--- config.mk ---
export PLATFORM = sky130hd
export DESIGN_NAME = usb_ls_tx
export DESIGN_NICKNAME = d
export VERILOG_FILES = /design/src/rtl/usb_ls_tx_pkg.sv /design/src/rtl/usb_ls_tx_bitclk.sv /design/src/rtl/usb_ls_tx_addr.sv /design/src/rtl/usb_ls_tx.sv
export SDC_FILE = /design/constraint.sdc
export NUM_CORES = 1
export LEC_CHECK = 0
export BUFFER_PORTS_ARGS = -buffer_cell sky130_fd_sc_hd__buf_4
export CAP_MARGIN = 20
export CORE_ASPECT_RATIO = 0.9
export CORE_MARGIN = 4
export CORE_UTILIZATION = 40
export DETAILED_ROUTE_END_ITERATION = 12
export SETUP_SLACK_MARGIN = 0.15
export SYNTH_ARGS = -nofsm -noshare
export SYNTH_HDL_FRONTEND = slang
export SYNTH_SLANG_ARGS = --single-unit
--- constraint.sdc ---
create_clock -name clk -period 4.4 [get_ports clk]
set_clock_uncertainty 0.05 [all_clocks]
set_input_delay 0.88 -clock clk [delete_from_list [all_inputs] [get_ports clk]]
set_output_delay 0.88 -clock clk [all_outputs]
set_load 0.03 [all_outputs]
--- src/rtl/usb_ls_tx_pkg.sv ---
package usb_ls_tx_pkg;

  typedef enum logic [2:0] {
    TX_IDLE,
    TX_LEAD,
    TX_DATA,
    TX_SE0,
    TX_EOPJ
  } tx_state_t;

  // SYNC pattern, LSB first: seven zeros then a one
  localparam logic [7:0] SYNC_BYTE = 8'h80;
  localparam int unsigned STUFF_RUN = 6;

  // NRZI: line_k is 1 when the line is in K; a zero bit flips it
  function automatic logic nrzi_step(input logic line_k, input logic data_bit);
    return data_bit ? line_k : ~line_k;
  endfunction

  // next value of the consecutive-ones counter
  function automatic logic [2:0] run_step(input logic [2:0] run, input logic data_bit);
    return data_bit ? 3'(run + 3'd1) : 3'd0;
  endfunction

endpackage

--- src/rtl/usb_ls_tx_bitclk.sv ---
module usb_ls_tx_bitclk #(
  parameter int unsigned BIT_CLKS = 8
) (
  input  logic clk,
  input  logic rst_n,
  input  logic run,
  output logic tick
);
  localparam int unsigned CW = (BIT_CLKS > 2) ? $clog2(BIT_CLKS) : 1;
  localparam logic [CW-1:0] LAST = CW'(BIT_CLKS - 1);

  logic [CW-1:0] cnt_q;

  assign tick = run && (cnt_q == LAST);

  always_ff @(posedge clk or negedge rst_n) begin
    if (!rst_n)       cnt_q <= '0;
    else if (!run)    cnt_q <= '0;
    else if (tick)    cnt_q <= '0;
    else              cnt_q <= cnt_q + 1'b1;
  end
endmodule

--- src/rtl/usb_ls_tx_addr.sv ---
module usb_ls_tx_addr #(
  parameter int unsigned ADDR_W = 7
) (
  input  logic              clk,
  input  logic              rst_n,
  input  logic              wr,
  input  logic [ADDR_W-1:0] din,
  input  logic              commit,
  output logic [ADDR_W-1:0] live
);
  logic [ADDR_W-1:0] pend_q;

  always_ff @(posedge clk or negedge rst_n) begin
    if (!rst_n) begin
      pend_q <= '0;
      live   <= '0;
    end else begin
      if (wr)     pend_q <= din;
      if (commit) live   <= pend_q;
    end
  end
endmodule

--- src/rtl/usb_ls_tx.sv ---
module usb_ls_tx
  import usb_ls_tx_pkg::*;
#(
  parameter int unsigned BIT_CLKS = 8,
  parameter int unsigned CNT_W    = 4,
  parameter int unsigned ADDR_W   = 7
) (
  input  logic              clk,
  input  logic              rst_n,
  input  logic              start,
  input  logic [CNT_W-1:0]  byte_count,
  output logic [CNT_W-1:0]  rd_idx,
  input  logic [7:0]        rd_data,
  input  logic              hs_start,
  input  logic [7:0]        hs_pid,
  input  logic              addr_we,
  input  logic [ADDR_W-1:0] addr_in,
  output logic [ADDR_W-1:0] dev_addr,
  output logic              dp,
  output logic              dm,
  output logic              oe,
  output logic              busy,
  output logic              pend_clr
);
  tx_state_t         state;
  logic              line_k;
  logic [7:0]        shreg;
  logic [3:0]        bits_rem;
  logic [CNT_W-1:0]  bytes_left;
  logic [CNT_W-1:0]  rd_idx_q;
  logic [2:0]        ones_q;
  logic              hs_q;
  logic [7:0]        hs_byte_q;
  logic              se0_late;
  logic              pend_clr_q;

  // named internal events
  logic       bit_tick;
  logic       in_ser;
  logic       stuff_now;
  logic       ser_end;
  logic       eop_done;
  logic       commit;
  logic       req_data;
  logic       req_hs;
  logic [7:0] next_byte;
  logic       cur_bit;

  assign req_data  = (state == TX_IDLE) && start;
  assign req_hs    = (state == TX_IDLE) && !start && hs_start;
  assign in_ser    = (state == TX_LEAD) || (state == TX_DATA);
  assign next_byte = hs_q ? hs_byte_q : rd_data;
  assign cur_bit   = (bits_rem == 4'd0) ? next_byte[0] : shreg[0];
  assign stuff_now = bit_tick && in_ser && (ones_q == 3'(STUFF_RUN));
  assign ser_end   = bit_tick && in_ser && !stuff_now &&
                     (bits_rem == 4'd0) && (bytes_left == '0);
  assign eop_done  = bit_tick && (state == TX_EOPJ);
  assign commit    = eop_done && !hs_q;

  usb_ls_tx_bitclk #(.BIT_CLKS(BIT_CLKS)) u_bitclk (
    .clk  (clk),
    .rst_n(rst_n),
    .run  (state != TX_IDLE),
    .tick (bit_tick)
  );

  usb_ls_tx_addr #(.ADDR_W(ADDR_W)) u_addr (
    .clk   (clk),
    .rst_n (rst_n),
    .wr    (addr_we),
    .din   (addr_in),
    .commit(commit),
    .live  (dev_addr)
  );

  always_ff @(posedge clk or negedge rst_n) begin
    if (!rst_n) begin
      state      <= TX_IDLE;
      line_k     <= 1'b0;
      shreg      <= '0;
      bits_rem   <= '0;
      bytes_left <= '0;
      rd_idx_q   <= '0;
      ones_q     <= '0;
      hs_q       <= 1'b0;
      hs_byte_q  <= '0;
      se0_late   <= 1'b0;
      pend_clr_q <= 1'b0;
    end else begin
      pend_clr_q <= eop_done;
      unique case (state)
        TX_IDLE: begin
          if (req_data || req_hs) begin
            state    <= TX_LEAD;
            line_k   <= 1'b0;
            shreg    <= SYNC_BYTE;
            bits_rem <= 4'd8;
            ones_q   <= '0;
            rd_idx_q <= '0;
            hs_q     <= req_hs;
            if (req_hs) hs_byte_q <= hs_pid;
            if (req_hs)                 bytes_left <= CNT_W'(1);
            else if (byte_count == '0)  bytes_left <= '0;
            else                        bytes_left <= byte_count - 1'b1;
          end
        end
        TX_LEAD, TX_DATA: begin
          if (ser_end) begin
            state    <= TX_SE0;
            se0_late <= 1'b0;
          end else if (bit_tick) begin
            state <= TX_DATA;
            if (stuff_now) begin
              line_k <= ~line_k;
              ones_q <= '0;
            end else begin
              line_k <= nrzi_step(line_k, cur_bit);
              ones_q <= run_step(ones_q, cur_bit);
              if (bits_rem == 4'd0) begin
                shreg      <= {1'b0, next_byte[7:1]};
                bits_rem   <= 4'd7;
                bytes_left <= bytes_left - 1'b1;
                rd_idx_q   <= rd_idx_q + 1'b1;
              end else begin
                shreg    <= {1'b0, shreg[7:1]};
                bits_rem <= bits_rem - 4'd1;
              end
            end
          end
        end
        TX_SE0: begin
          if (bit_tick) begin
            if (se0_late) begin
              state  <= TX_EOPJ;
              line_k <= 1'b0;
            end else begin
              se0_late <= 1'b1;
            end
          end
        end
        TX_EOPJ: begin
          if (bit_tick) state <= TX_IDLE;
        end
        default: state <= TX_IDLE;
      endcase
    end
  end

  assign rd_idx   = rd_idx_q;
  assign oe       = (state != TX_IDLE);
  assign busy     = oe;
  assign pend_clr = pend_clr_q;
  assign dp       = oe && (state != TX_SE0) && line_k;
  assign dm       = oe && (state != TX_SE0) && !line_k;

endmodule

# After elaboration in Yosys (flattened, before gate mapping)
# Cells that the tools add are included.
# word_totals
ff_bits,55
in_bits,32
output_inout_bits,16
word_cells,130
# classes
addsub,6
eq_ne,18
n_mux,54
bitwise,1
n_reduce_logical,37
# op_table
op,count
4-bit two-way mux,17
8-bit two-way mux,5
3-bit two-way mux,13
4-bit case mux with 2 select lines,3
2-bit inequality test (second input constant),8
8-bit case mux with 2 select lines,1
1-bit logical AND,14
4-bit logical NOT,3
3-bit case mux with 4 select lines,1
4-bit by 1-bit subtractor with 4-bit output (second input constant),3
1-bit two-way mux,10
5-bit AND reduction,2
3-bit == test (second input constant),3
7-bit two-way mux,1
7-bit AND reduction,1
3-bit by 1-bit adder with 3-bit output (second input constant),2
3-bit by 2-bit == test with 1-bit output (second input constant),2
3-bit inequality test (second input constant),2
3-bit case mux with 2 select lines,1
3-bit AND reduction,2
6-bit AND reduction,1
3-bit nonzero test,2
4-bit by 1-bit adder with 4-bit output (second input constant),1
1-bit logical NOT,4
other kinds (12),14

# Logic depth before layout (Yosys ltp)
# depth
depth_word,10
mapped_depth,9
mapped_depth_nobuf,7

# Hierarchy
# From an unflattened synthesis, not the netlist that was laid out.
# unflattened
cells_unflattened,289
area_unflattened_um2,2992.9
# modules_own_cells
module,instances,cells_per_inst,area_per_inst_um2
usb_ls_tx,1,250,2272.2
usb_ls_tx_addr,1,30,583.1
usb_ls_tx_bitclk,1,9,137.6

# Worst setup path after synthesis
# OpenSTA, ideal clock, no wires.
# synth_path
kind,input to register
start,input port rd_data[0]
end,register line_k
setup_time_ns,0.128
arrival_time_ns,1.970
required_ns,4.222
setup_slack_ns,2.253
cell_stages,5
n_path_buf,0
path_cell_list,mux2_1 mux2i_1 a311oi_2 nor4_2 mux2_1
# synth_via
elab_chain_len,4
# synth_rtl
item,line_no,source
start: declaration,usb_ls_tx.sv:13,"input logic [7:0] rd_data,"
8-bit two-way mux,usb_ls_tx.sv:52,assign next_byte = hs_q ? hs_byte_q : rd_data;
1-bit two-way mux,usb_ls_tx.sv:53,assign cur_bit = (bits_rem == 4'd0) ? next_byte[0] : shreg[0];
3-bit inequality test (no line),--,
7-bit AND reduction (no line),--,
end signal: assignment,usb_ls_tx.sv:114,line_k <= ~line_k;
end signal: assignment,usb_ls_tx.sv:117,"line_k <= nrzi_step(line_k, cur_bit);"
end: declaration,usb_ls_tx.sv:26,logic line_k;
# No other way between the ends.
# A chain may end at the register's enable or synchronous reset.

# Worst setup path after layout
# layout_path
start,register state[1]
end,output port dp
# layout_via
elab_chain_len,3
# layout_rtl
item,line_no,source
start: declaration,usb_ls_tx.sv:25,tx_state_t state;
start signal: assignment,usb_ls_tx.sv:78,state <= TX_IDLE;
start signal: assignment,usb_ls_tx.sv:94,state <= TX_LEAD;
start signal: assignment,usb_ls_tx.sv:109,state <= TX_SE0;
3-bit by 2-bit inequality test with 1-bit output or 3-bit nonzero test (tied branches),"usb_ls_tx.sv:153, usb_ls_tx.sv:150",
1-bit logical AND (*) (2 in series),usb_ls_tx.sv:153,assign dp = oe && (state != TX_SE0) && line_k;
end: declaration,usb_ls_tx.sv:19,"output logic dp,"
# Mark *: on every way between the ends. The rest lies on a longest branch, timed or not.

==> results.md <==
* Pre-CTS WS at 1.98 ns
* GRT Residual Overflow at 0
* Cells after synthesis at 273
* Outcome: finished clean
* Hold slack at 0.402 ns
* PostCTS Resize Cnt at 0
* Die area at 0.00843 mm²
* Ant diodes at 0
* Fin util at 0.492
* Reg2Reg Launch Point: bits_rem[0]
* IO buf count at 47
* Total number of vias at 2041
* CTS tree: done
* WS Path Type: flop to output port
* Share of layout cells above drive strength 1 at 0.248
* Max Cap Violations at 0
* Worst skew pair latency at 0.31 ns
* Actual slew at the worst max-slew pin at 0.834 ns
* Clk slew on worst S/H paths at 0.11 ns
* Worst R2R Setup Slack at 1.98 ns
* # setup viols final at 0
* Slowest stage delay, CP at 0.61 ns
* Die Ht at 87.5 µm
* Iter 0 DRT Violations at 74
* Worst Reg-to-Reg Cells at 8
* Worst Setup SP: state[1]
* Seq/Total Area, Yosys at 0.490
* Post-synthesis register bit count at 55
* CP Capture Type: output port
* Total CTS buffers at 5
* Final GP Congestion at 0.769
* Residual DRC at 0
* Pin count of the biggest net entering global routing at 56
* Share of Yosys cell area claimed by the top area cell type at 0.490
* Worst reg2reg endpoint: bits_rem[2]
* Period utilisation layout at 0.569
* Ys Warns at 0
* Layout area overhead at 17.3%
* Leak at 1.49 nW
* Area of the mapped netlist at 0.00281 mm²
* Hold Path Class: flop to flop
* Mapped Nets at 314
* Antenna-violating nets left at 0
* Clock root buffer: clkbuf_8
* Fin nets at 355
* Routed WL at 5720 µm
* Setup Fix Bufs, Post-CTS at 0
* Hold_buf cts at 0
* Hold Fails Final Rpt at 0
* P per Cell Area at 600 mW/mm²
* First-pass iteration count of the detailed router at 4
* Fin Setup TNS at 0 ns
* Period minus WS final at 2.50 ns
* Row Count at 28
* Fin. max-slew vios at 0
* IO Pins at 48
* Max Fanout on Critical Path at 7
* Synth async-reset ratio at 1.00
* Clock tree buffer depth at 2
* Die Width at 96.3 µm
* DR vias/cell at 5.04
* Most common cell in the synthesized netlist: dfrtp_1
* Worst path cell trace: xor2_4 > nor2_1 > nor2b_1 > buf_4
* Slowest CP cell: dfrtp_1
* Mapped Avg Cell Area at 10.3 µm²
* RSZ-0062 raised after global routing: false
* Initial antenna violation count at 0
* Library cells used by synthesis at 53
* Relative slew slack at 0.443
* Vias in the first global route at 1970
* Total power at 0.00198 W
* Wire per inst at 14.1 µm
* Peak Freq at 400 MHz
* Total core area at 0.00669 mm²
* Arrival @ worst endpoint at 1.57 ns
* Synth top area cells: dfrtp_1, nand2_1, ha_1
* Startpoint Class: flop
* Starting density of the core at 0.420
* Commonest cells in the netlist: dfrtp_1, nand2_1, nor2_1
* Leading area contributor after synthesis: dfrtp_1
* Clock sink count at 55
* Post-DP HPWL at 4150 µm
* Main flop type after synthesis: dfrtp_1
* H-tree Lvls at 2
* Global-route wire length before repair at 9560 µm
* Setup ws final at 1.90 ns
* Critical path endpoint: dp
* Number of flops mapped to enable cells by yosys at 0
* VDD IR-drop max at 0.000291 V
* GRT Util Overall at 0.144
* Worst EP required at 3.47 ns
-- placed cells by master, fill, tap and decap left out, types with 2 or more instances in the layout --
| cell type | instances |
|---|---|
| and2_1 | 2 |
| nand2_1 | 52 |
| mux2i_1 | 9 |
| ha_1 | 9 |
| clkbuf_8 | 5 |
| nand3_1 | 3 |
| o211ai_1 | 8 |
| buf_4 | 48 |
| o21a_1 | 2 |
| nor2b_1 | 2 |
| nor3b_1 | 3 |
| mux2_2 | 8 |
| mux2_1 | 10 |
| o21ai_0 | 6 |
| a21o_1 | 2 |
| inv_1 | 6 |
| o21ai_1 | 15 |
| a21oi_1 | 8 |
| dfrtp_1 | 55 |
| nor3_1 | 6 |
| a31oi_1 | 3 |
| o2bb2ai_1 | 2 |
| or3_1 | 5 |
| inv_2 | 2 |
| nor2_1 | 16 |
-- worst min-delay path by stage --
stage,start,to,slack [ns],cells after the start
final,u_bitclk.cnt_q[0],u_bitclk.cnt_q[0],0.40,1
after global routing,u_bitclk.cnt_q[0],u_bitclk.cnt_q[0],0.42,1
after CTS,u_bitclk.cnt_q[0],u_bitclk.cnt_q[0],0.41,1
after detailed placement,u_bitclk.cnt_q[0],u_bitclk.cnt_q[0],0.39,1
after global placement,u_bitclk.cnt_q[0],u_bitclk.cnt_q[0],0.39,1
after floorplan,u_bitclk.cnt_q[0],u_bitclk.cnt_q[0],0.36,1
-- layout make-up --
| type | instances | area, µm² |
|---|---|---|
| Sequential cell | 55 | 1380 |
| Clock buffer | 5 | 68.8 |
| Multi-Input combinational cell | 196 | 1320 |
| Timing Repair Buffer | 48 | 360 |
| Tap cell | 90 | 113 |
| Inverter | 8 | 30.0 |
| Clock inverter | 3 | 27.5 |
| Fill cell | 653 | 3400 |
-- metrics by stage --
stage          instances  area (µm²)
2_1_floorplan        273        2810
3_3_place_gp         397        3200
3_5_place_dp         397        3200
4_1_cts              405        3290
5_1_grt              405        3290
6_report             405        3290
-- sequential cells by signal (all words and copies together), names as in the netlist --
register,count
u_bitclk.cnt_q,3
bytes_left,4
u_addr.pend_q,7
shreg,8
line_k,1
hs_q,1
pend_clr,1
se0_late,1
rd_idx,4
u_addr.live,7
bits_rem,4
state,3
hs_byte_q,8
ones_q,3
-- worst max-delay path, delay by kind of cell, from the launching register on --
family	cells	cell delay [ns]
DFF	1	0.61
xor gates and xnor gates	1	0.26
and+or+nand+nor	2	0.23
buffers and inverters	1	0.17
-- routing by layer --
| layer | routed length (µm) | part of all wire | GRT usage | vias to the layer above |
|---|---|---|---|---|
| li1 | - | - | - | 1037 |
| met1 | 2810 | 0.49 | 0.205 | 967 |
| met2 | 2600 | 0.45 | 0.223 | 33 |
| met3 | 259 | 0.045 | 0.0294 | 4 |
| met4 | 50 | 0.0087 | 0.0420 | 0 |
| met5 | 0 | 0 | 0 | - |
-- logic make-up after synthesis --
kind of cell | after synthesis | share of synthesized area
DFF | 55 | 0.490
and+or+nand+nor | 99 | 0.168
AOI/OAI and AO/OA | 59 | 0.144
muxes | 27 | 0.104
buffers and inverters | 22 | 0.0405
adders and majority gates | 9 | 0.0401
xor gates and xnor gates | 2 | 0.0129
-- power breakdown --
group          switching, W  internal [W]
Combinational      0.000513      0.000359
Sequential         0.000148      0.000661
Clock              0.000178      0.000117
No activity file was read; power rests on OpenSTA's default activity.
